==> src/rtl/decim_pkg.sv <==
package decim_pkg;

   typedef enum logic {
      MODE_PICK = 1'b0,
      MODE_MEAN = 1'b1
   } decim_mode_e;

   // Bit k set means factor 2**k is supported: 1, 8, 64, 1024, 8192, 65536
   localparam logic [16:0] DECIM_LEGAL_MASK_DEF = 17'h12449;

endpackage

==> src/rtl/decim_factor_decode.sv <==
module decim_factor_decode #(
   parameter int unsigned FACTOR_W   = 17,
   parameter int unsigned CNT_W      = FACTOR_W - 1,
   parameter int unsigned SHIFT_W    = $clog2(FACTOR_W),
   parameter logic [FACTOR_W-1:0] LEGAL_MASK = '1
) (
   input  logic [FACTOR_W-1:0] factor_i,
   output logic [SHIFT_W-1:0]  shift_o,
   output logic [CNT_W-1:0]    last_idx_o,
   output logic                legal_o
);

   if (CNT_W != FACTOR_W - 1) begin : g_bad_cnt
      $error("CNT_W must be FACTOR_W-1");
   end
   if ((1 << SHIFT_W) < FACTOR_W) begin : g_bad_shift
      $error("SHIFT_W too narrow for FACTOR_W");
   end

   logic [FACTOR_W-1:0] hit;

   for (genvar k = 0; k < FACTOR_W; k++) begin : g_hit
      if (LEGAL_MASK[k]) begin : g_on
         assign hit[k] = (factor_i == (FACTOR_W'(1) << k));
      end else begin : g_off
         assign hit[k] = 1'b0;
      end
   end

   logic [FACTOR_W-1:0] span;

   always_comb begin
      shift_o = '0;
      for (int k = 0; k < FACTOR_W; k++) begin
         if (hit[k]) shift_o = SHIFT_W'(k);
      end
      legal_o    = |hit;
      span       = (FACTOR_W'(1) << shift_o) - FACTOR_W'(1);
      last_idx_o = span[CNT_W-1:0];
   end

endmodule

==> src/rtl/decim_block_counter.sv <==
module decim_block_counter #(
   parameter int unsigned CNT_W = 16
) (
   input  logic             clk,
   input  logic             rst_n,
   input  logic             restart_i,
   input  logic             step_i,
   input  logic [CNT_W-1:0] last_idx_i,
   output logic             first_o,
   output logic             final_o
);

   if (CNT_W < 1) begin : g_bad
      $error("CNT_W must be at least 1");
   end

   logic [CNT_W-1:0] cnt_q;

   always_ff @(posedge clk) begin
      if (!rst_n || restart_i) begin
         cnt_q <= '0;
      end else if (step_i) begin
         if (cnt_q >= last_idx_i) cnt_q <= '0;
         else                     cnt_q <= cnt_q + CNT_W'(1);
      end
   end

   assign first_o = (cnt_q == '0);
   assign final_o = (cnt_q >= last_idx_i);

   p_cnt_hold_r7: assert property (@(posedge clk) disable iff (!rst_n)
      (!step_i && !restart_i) |=> $stable(cnt_q));

   p_cnt_restart_r8: assert property (@(posedge clk) disable iff (!rst_n)
      restart_i |=> (cnt_q == '0));

   p_cnt_bound_r6: assert property (@(posedge clk) disable iff (!rst_n)
      (!restart_i && $stable(last_idx_i)) |=> (cnt_q <= last_idx_i));

endmodule

==> src/rtl/decim_mean_accum.sv <==
module decim_mean_accum #(
   parameter int unsigned DATA_W     = 14,
   parameter int unsigned ACC_W      = 32,
   parameter int unsigned SHIFT_W    = 5,
   parameter bit          ROUND_HALF = 1'b0
) (
   input  logic                     clk,
   input  logic                     rst_n,
   input  logic                     clear_i,
   input  logic                     step_i,
   input  logic                     final_i,
   input  logic [SHIFT_W-1:0]       shift_i,
   input  logic signed [DATA_W-1:0] sample_i,
   output logic signed [DATA_W-1:0] mean_o
);

   if (ACC_W <= DATA_W) begin : g_bad
      $error("ACC_W must exceed DATA_W");
   end

   logic signed [ACC_W-1:0] acc_q;
   logic signed [ACC_W-1:0] sum_w;
   logic signed [ACC_W-1:0] biased_w;
   logic signed [ACC_W-1:0] scaled_w;

   assign sum_w = acc_q + ACC_W'(sample_i);

   if (ROUND_HALF) begin : g_round
      logic signed [ACC_W-1:0] half_w;
      always_comb begin
         if (shift_i == '0) half_w = '0;
         else               half_w = ACC_W'(1) <<< (shift_i - SHIFT_W'(1));
      end
      assign biased_w = sum_w + half_w;
   end else begin : g_floor
      assign biased_w = sum_w;
   end

   assign scaled_w = biased_w >>> shift_i;
   assign mean_o   = scaled_w[DATA_W-1:0];

   always_ff @(posedge clk) begin
      if (!rst_n || clear_i) begin
         acc_q <= '0;
      end else if (step_i) begin
         if (final_i) acc_q <= '0;
         else         acc_q <= sum_w;
      end
   end

   p_acc_clear_r8: assert property (@(posedge clk) disable iff (!rst_n)
      clear_i |=> (acc_q == '0));

   p_acc_wrap_r5: assert property (@(posedge clk) disable iff (!rst_n)
      (step_i && final_i && !clear_i) |=> (acc_q == '0));

   p_acc_idle_r7: assert property (@(posedge clk) disable iff (!rst_n)
      (!step_i && !clear_i) |=> $stable(acc_q));

endmodule

==> src/rtl/decim_rate_reducer.sv <==
module decim_rate_reducer
   import decim_pkg::*;
#(
   parameter int unsigned DATA_W     = 14,
   parameter int unsigned FACTOR_W   = 17,
   parameter int unsigned ACC_W      = 32,
   parameter logic [FACTOR_W-1:0] LEGAL_MASK = DECIM_LEGAL_MASK_DEF,
   parameter bit          ROUND_HALF = 1'b0
) (
   input  logic                clk,
   input  logic                rst_n,
   input  logic                factor_wr_i,
   input  logic [FACTOR_W-1:0] factor_i,
   input  logic                avg_en_i,
   input  logic                in_valid_i,
   input  logic [DATA_W-1:0]   in_data_i,
   output logic                out_valid_o,
   output logic [DATA_W-1:0]   out_data_o
);

   localparam int unsigned CNT_W   = FACTOR_W - 1;
   localparam int unsigned SHIFT_W = $clog2(FACTOR_W);

   if (ACC_W < DATA_W + CNT_W + 1) begin : g_bad_acc
      $error("ACC_W too narrow for the largest block sum");
   end

   logic [FACTOR_W-1:0] factor_q;
   logic [SHIFT_W-1:0]  shift_w;
   logic [CNT_W-1:0]    last_idx_w;
   logic                legal_w;
   logic                first_w;
   logic                final_w;
   logic                step_w;
   logic                emit_w;
   decim_mode_e         mode_w;
   logic signed [DATA_W-1:0] mean_w;
   logic [DATA_W-1:0]   pick_w;

   always_ff @(posedge clk) begin
      if (!rst_n)           factor_q <= FACTOR_W'(1);
      else if (factor_wr_i) factor_q <= factor_i;
   end

   decim_factor_decode #(
      .FACTOR_W   (FACTOR_W),
      .CNT_W      (CNT_W),
      .SHIFT_W    (SHIFT_W),
      .LEGAL_MASK (LEGAL_MASK)
   ) u_decode (
      .factor_i   (factor_q),
      .shift_o    (shift_w),
      .last_idx_o (last_idx_w),
      .legal_o    (legal_w)
   );

   assign step_w = in_valid_i && !factor_wr_i;
   assign mode_w = avg_en_i ? MODE_MEAN : MODE_PICK;

   decim_block_counter #(
      .CNT_W (CNT_W)
   ) u_count (
      .clk        (clk),
      .rst_n      (rst_n),
      .restart_i  (factor_wr_i),
      .step_i     (step_w),
      .last_idx_i (last_idx_w),
      .first_o    (first_w),
      .final_o    (final_w)
   );

   decim_mean_accum #(
      .DATA_W     (DATA_W),
      .ACC_W      (ACC_W),
      .SHIFT_W    (SHIFT_W),
      .ROUND_HALF (ROUND_HALF)
   ) u_accum (
      .clk      (clk),
      .rst_n    (rst_n),
      .clear_i  (factor_wr_i),
      .step_i   (step_w),
      .final_i  (final_w),
      .shift_i  (shift_w),
      .sample_i (in_data_i),
      .mean_o   (mean_w)
   );

   assign pick_w = in_data_i;
   assign emit_w = step_w && ((mode_w == MODE_MEAN) ? final_w : first_w);

   always_ff @(posedge clk) begin
      if (!rst_n) begin
         out_valid_o <= 1'b0;
         out_data_o  <= '0;
      end else begin
         out_valid_o <= emit_w;
         if (emit_w) begin
            out_data_o <= (mode_w == MODE_MEAN) ? mean_w : pick_w;
         end
      end
   end

   p_valid_after_step_r6: assert property (@(posedge clk) disable iff (!rst_n)
      out_valid_o |-> ($past(in_valid_i) && !$past(factor_wr_i)));

   p_unit_forward_r3: assert property (@(posedge clk) disable iff (!rst_n)
      (in_valid_i && !factor_wr_i && factor_q == FACTOR_W'(1))
      |=> (out_valid_o && out_data_o == $past(in_data_i)));

   p_write_silent_r8: assert property (@(posedge clk) disable iff (!rst_n)
      factor_wr_i |=> !out_valid_o);

   p_legal_unit_r2: assert property (@(posedge clk) disable iff (!rst_n)
      (factor_q == FACTOR_W'(1)) |-> legal_w);

endmodule

==> config.mk <==
export PLATFORM = sky130hd
export DESIGN_NAME = decim_rate_reducer
export DESIGN_NICKNAME = d
export VERILOG_FILES = /design/src/rtl/decim_pkg.sv /design/src/rtl/decim_factor_decode.sv /design/src/rtl/decim_block_counter.sv /design/src/rtl/decim_mean_accum.sv /design/src/rtl/decim_rate_reducer.sv
export SDC_FILE = /design/constraint.sdc
export NUM_CORES = 1
export LEC_CHECK = 0
export BUFFER_PORTS_ARGS = -buffer_cell sky130_fd_sc_hd__clkbuf_2
export CAP_MARGIN = 20
export CORE_MARGIN = 5
export CORE_UTILIZATION = 55
export DETAILED_ROUTE_END_ITERATION = 10
export PLACE_DENSITY = 0.74
export SLEW_MARGIN = 25
export SYNTH_ARGS = -nofsm -noshare
export SYNTH_HDL_FRONTEND = slang
export SYNTH_SLANG_ARGS = --single-unit
==> constraint.sdc <==
create_clock -name clk -period 7.7 [get_ports clk]
set_input_delay 0.77 -clock clk [delete_from_list [all_inputs] [get_ports clk]]
set_output_delay 0.77 -clock clk [all_outputs]
set_load 0.02 [all_outputs]
==> impl_metrics.ini <==
[setup_path]
crit_path_end_kind = register
crit_fanout = 19
critPathSlowestCell = nor4_1
crit_start = factor_q[0]$_SDFFE_PN1P_
crit_arrival_ns = 5.85
timing.rr.start = factor_q[0]$_SDFFE_PN1P_
slowest_delay_ns = 0.85
r2r_end = out_data_o[7]$_SDFFE_PN0P_
crit_required_ns = 8.00
cp_top_family = simple AND/OR/NAND/NOR gates
critPathKind = reg -> reg
startpoint_type = register
worstSetupEndpoint = out_data_o[7]$_SDFFE_PN0P_
crit_cells = 17
crit_buf_inv = 1
path_cells = nor4_2 -> nand2b_1 -> or2_1 -> nor4_1 -> nor2_1 -> nand2_1 -> ha_1 -> nand4_1 -> ha_1 -> nand4_1 -> nor3_1 -> o21ai_0 -> a21oi_1 -> buf_4 -> nand3_1 -> a2111oi_0 -> a22o_1
r2r_slack_ns = 2.15
r2r_cells = 17

[logic_synthesis]
synthDistinctLibCells = 90
synth_common_cells = nor2_1, nand2_1, dfxtp_1
synth-simple-area-share = 0.275
synthMuxAreaShare = 0.0457
synth_compound_area_frac = 0.285
postSynthAreaPerCell_um2 = 7.48
yosysSeqAreaShare = 0.219
synth_fp_nets = 1038
ys_seq_elements = 78
synth_top_family_by_area = compound AO/OA/AOI/OAI gates
synth_flop_cell = dfxtp_1
syn_area_mm2 = 0.00712
synthXorXnorAreaFrac = 0.0394
yosysWarnings = 0
postSynthCellCount = 952
post-synth-top-count-cell = nor2_1
synth_top_area_frac = 0.219
synth.area.top_cells = dfxtp_1, ha_1, a21oi_1, nor2_1, nand2_1
netlist.top_cell.by_area = dfxtp_1
synth_fa_ha_area_frac = 0.0889
synth_edf_count = 0
synthArstFlopShare = 0

[floorplan]
die_w_um = 124
start_util = 0.562
pin_count = 51
rows = 41
core_mm2 = 0.0127
die_area_mm2 = 0.0153
fp.dieH_um = 124

[timing]
max_freq_mhz = 180
fin_skew_ns = 0.00690
worst_slew_pin_slew_ns = 1.10
drv_slew = 0
min_period_ns = 5.55
worst_slew_margin_rel = 0.254
setup_viol = 0
tns_ns = 0
finalCritPeriodShare = 0.721
finalHoldViolations = 0
fin_ws_ns = 2.15
grt_setup_unrepaired = no

[power]
p_per_area_mw_per_mm2 = 144
power.internal_mw = 0.729
p_leak_nw = 3.17
clockPowerShare = 0.385
combPwrFrac = 0.229
switching_power_mw = 0.378
power_frac_seq = 0.386
netSwitchingFraction = 0.341
irDropWorstVdd_mv = 0.108

[cts]
root_buffer = clkbuf_16
clk_path_buf_depth = 2
post_cts.resized_instances = 0
cts-buffers-inserted = 9
h-tree-depth = 3
cts_tree = built
cts.reportedPaths.clkPinSlew_ns = 0.07
clk_latency_ns = 0.36
hold_buffers = 0
cts.sinks = 78
cts_setup_buffers = 0

[drt]
ant_nets = 0
drtIter0Drc = 708
drc_errors = 0
viasPerCell = 6.68
vias = 7627
routedWlPerCell_um = 22.0
drt_wl_total_um = 25100
firstDrtPassIters = 8

[placed_design]
hpwlAfterDp_um = 19200
gp_congestion = 1.09
dp_cells = 1126
place_ws_ns = 2.46
io_buffer_count = 50

[final_layout]
nets = 1051
area_growth_pct = 8.21
post-route-util = 0.608
drive_gt1_frac = 0.113
final_cells = 1142
fillers = 1221
antennaDiodeCount = 0

[global_routing]
grt_first_pass_wirelength_um = 39200
grt_pass1_vias = 6969
grt-ovfl-total = 0
antenna_found_initial = 0
gr-usage-all-layers = 0.335
grt_max_degree = 37

[min_path]
hold_path_class = reg -> reg
hp-start = out_data_o[2]$_SDFFE_PN0P_

[job]
timing.max_cap.violations = 0

[status]
outcome = complete, no violations
[how the worst min path moves through the flow]
stage                                           to  cells past startpoint  slack [ns]
floorplan           u_accum.acc_q[29]$_SDFFE_PP0P_                      2        0.44
global placement        out_data_o[2]$_SDFFE_PN0P_                      2        0.44
detailed placement      out_data_o[2]$_SDFFE_PN0P_                      2        0.45
CTS                     out_data_o[2]$_SDFFE_PN0P_                      2        0.45
global route         u_accum.acc_q[3]$_SDFFE_PP0P_                      2        0.47
finish                  out_data_o[2]$_SDFFE_PN0P_                      2        0.45
[power by group through the flow]
stage | sequential [mW] | combinational (mW) | clock [mW]
floorplan | 0.437 | 0.171 | 0
global placement | 0.436 | 0.246 | 0
detailed placement | 0.436 | 0.246 | 0
CTS | 0.427 | 0.247 | 0.432
global route | 0.429 | 0.274 | 0.450
finish | 0.427 | 0.253 | 0.426
[through the flow]
stage	hold WS (ns)	cell area (um2)	power (mW)
6_report	0.452	7700	1.11
5_1_grt	0.471	7700	1.15
4_1_cts	0.455	7700	1.11
3_5_place_dp	0.445	7420	0.682
3_3_place_gp	0.440	7420	0.682
2_1_floorplan	0.436	7120	0.608
[area by class of cell]
| cell class | count | area [um2] | share of cell area |
|---|---|---|---|
| repair buffers | 61 | 333 | 0.0432 |
| multi-input cells | 794 | 5230 | 0.679 |
| clock buffers | 9 | 225 | 0.0292 |
| well taps | 172 | 215 | 0.0279 |
| inverters | 21 | 78.8 | 0.0102 |
| clock inverters | 7 | 62.6 | 0.00812 |
| flip-flops and latches | 78 | 1560 | 0.203 |
[state kept, by name (all words and copies together) (netlist names)]
register and count:
u_count.cnt_q 16, factor_q 17, out_data_o 14, out_valid_o 1
u_accum.acc_q 30
[tightest hold or removal path: stages, from the launching register on]
cell     delay [ns]
dfxtp_1        0.31
nand2_1        0.05
o21ai_1        0.05
[layout by cell type, fill, tap and decap left out, types with 7 or more instances in the layout]
cell type | synthesis | routed
nor4_1 | 13 | 13
o21ai_0 | 36 | 36
buf_4 | 1 | 11
a21o_1 | 17 | 17
a211oi_1 | 11 | 11
o211ai_1 | 20 | 20
mux2i_1 | 28 | 28
nand3_1 | 48 | 48
nor2b_1 | 8 | 7
and2_1 | 9 | 9
or3_1 | 16 | 16
clkbuf_16 | 0 | 9
xnor2_1 | 14 | 14
xor2_1 | 18 | 18
o21a_1 | 14 | 14
nand2_1 | 95 | 95
nand2b_1 | 8 | 8
nand4_1 | 15 | 15
and3_1 | 17 | 17
o2111ai_1 | 10 | 10
clkbuf_2 | 0 | 50
a21oi_1 | 77 | 77
nor3_1 | 38 | 38
ha_1 | 49 | 49
dfxtp_1 | 78 | 78
inv_1 | 20 | 20
nor2_1 | 96 | 96
a22oi_1 | 8 | 8
a31oi_1 | 7 | 7
o31ai_1 | 8 | 8
o22ai_1 | 8 | 8
[kinds of logic (layout without fill, tap and decap cells)]
| kind of cell | Yosys count | after routing |
|---|---|---|
| AOI/OAI and AO/OA | 286 | 286 |
| adders and majority gates | 50 | 50 |
| other | 1 | 1 |
| and+or+nand+nor | 393 | 393 |
| xor gates and xnor gates | 32 | 32 |
| buffers and inverters | 80 | 98 |
| DFF | 78 | 78 |
| muxes | 32 | 32 |
[routing by layer]
layer | GRT usage | share of wire | routed length, um
met5 | 0 | 0 | 0
met1 | 0.454 | 0.43 | 10900
met2 | 0.517 | 0.44 | 11100
met3 | 0.0736 | 0.086 | 2160
met4 | 0.135 | 0.040 | 1010
Note: power is estimated with default switching activity, not from simulation.
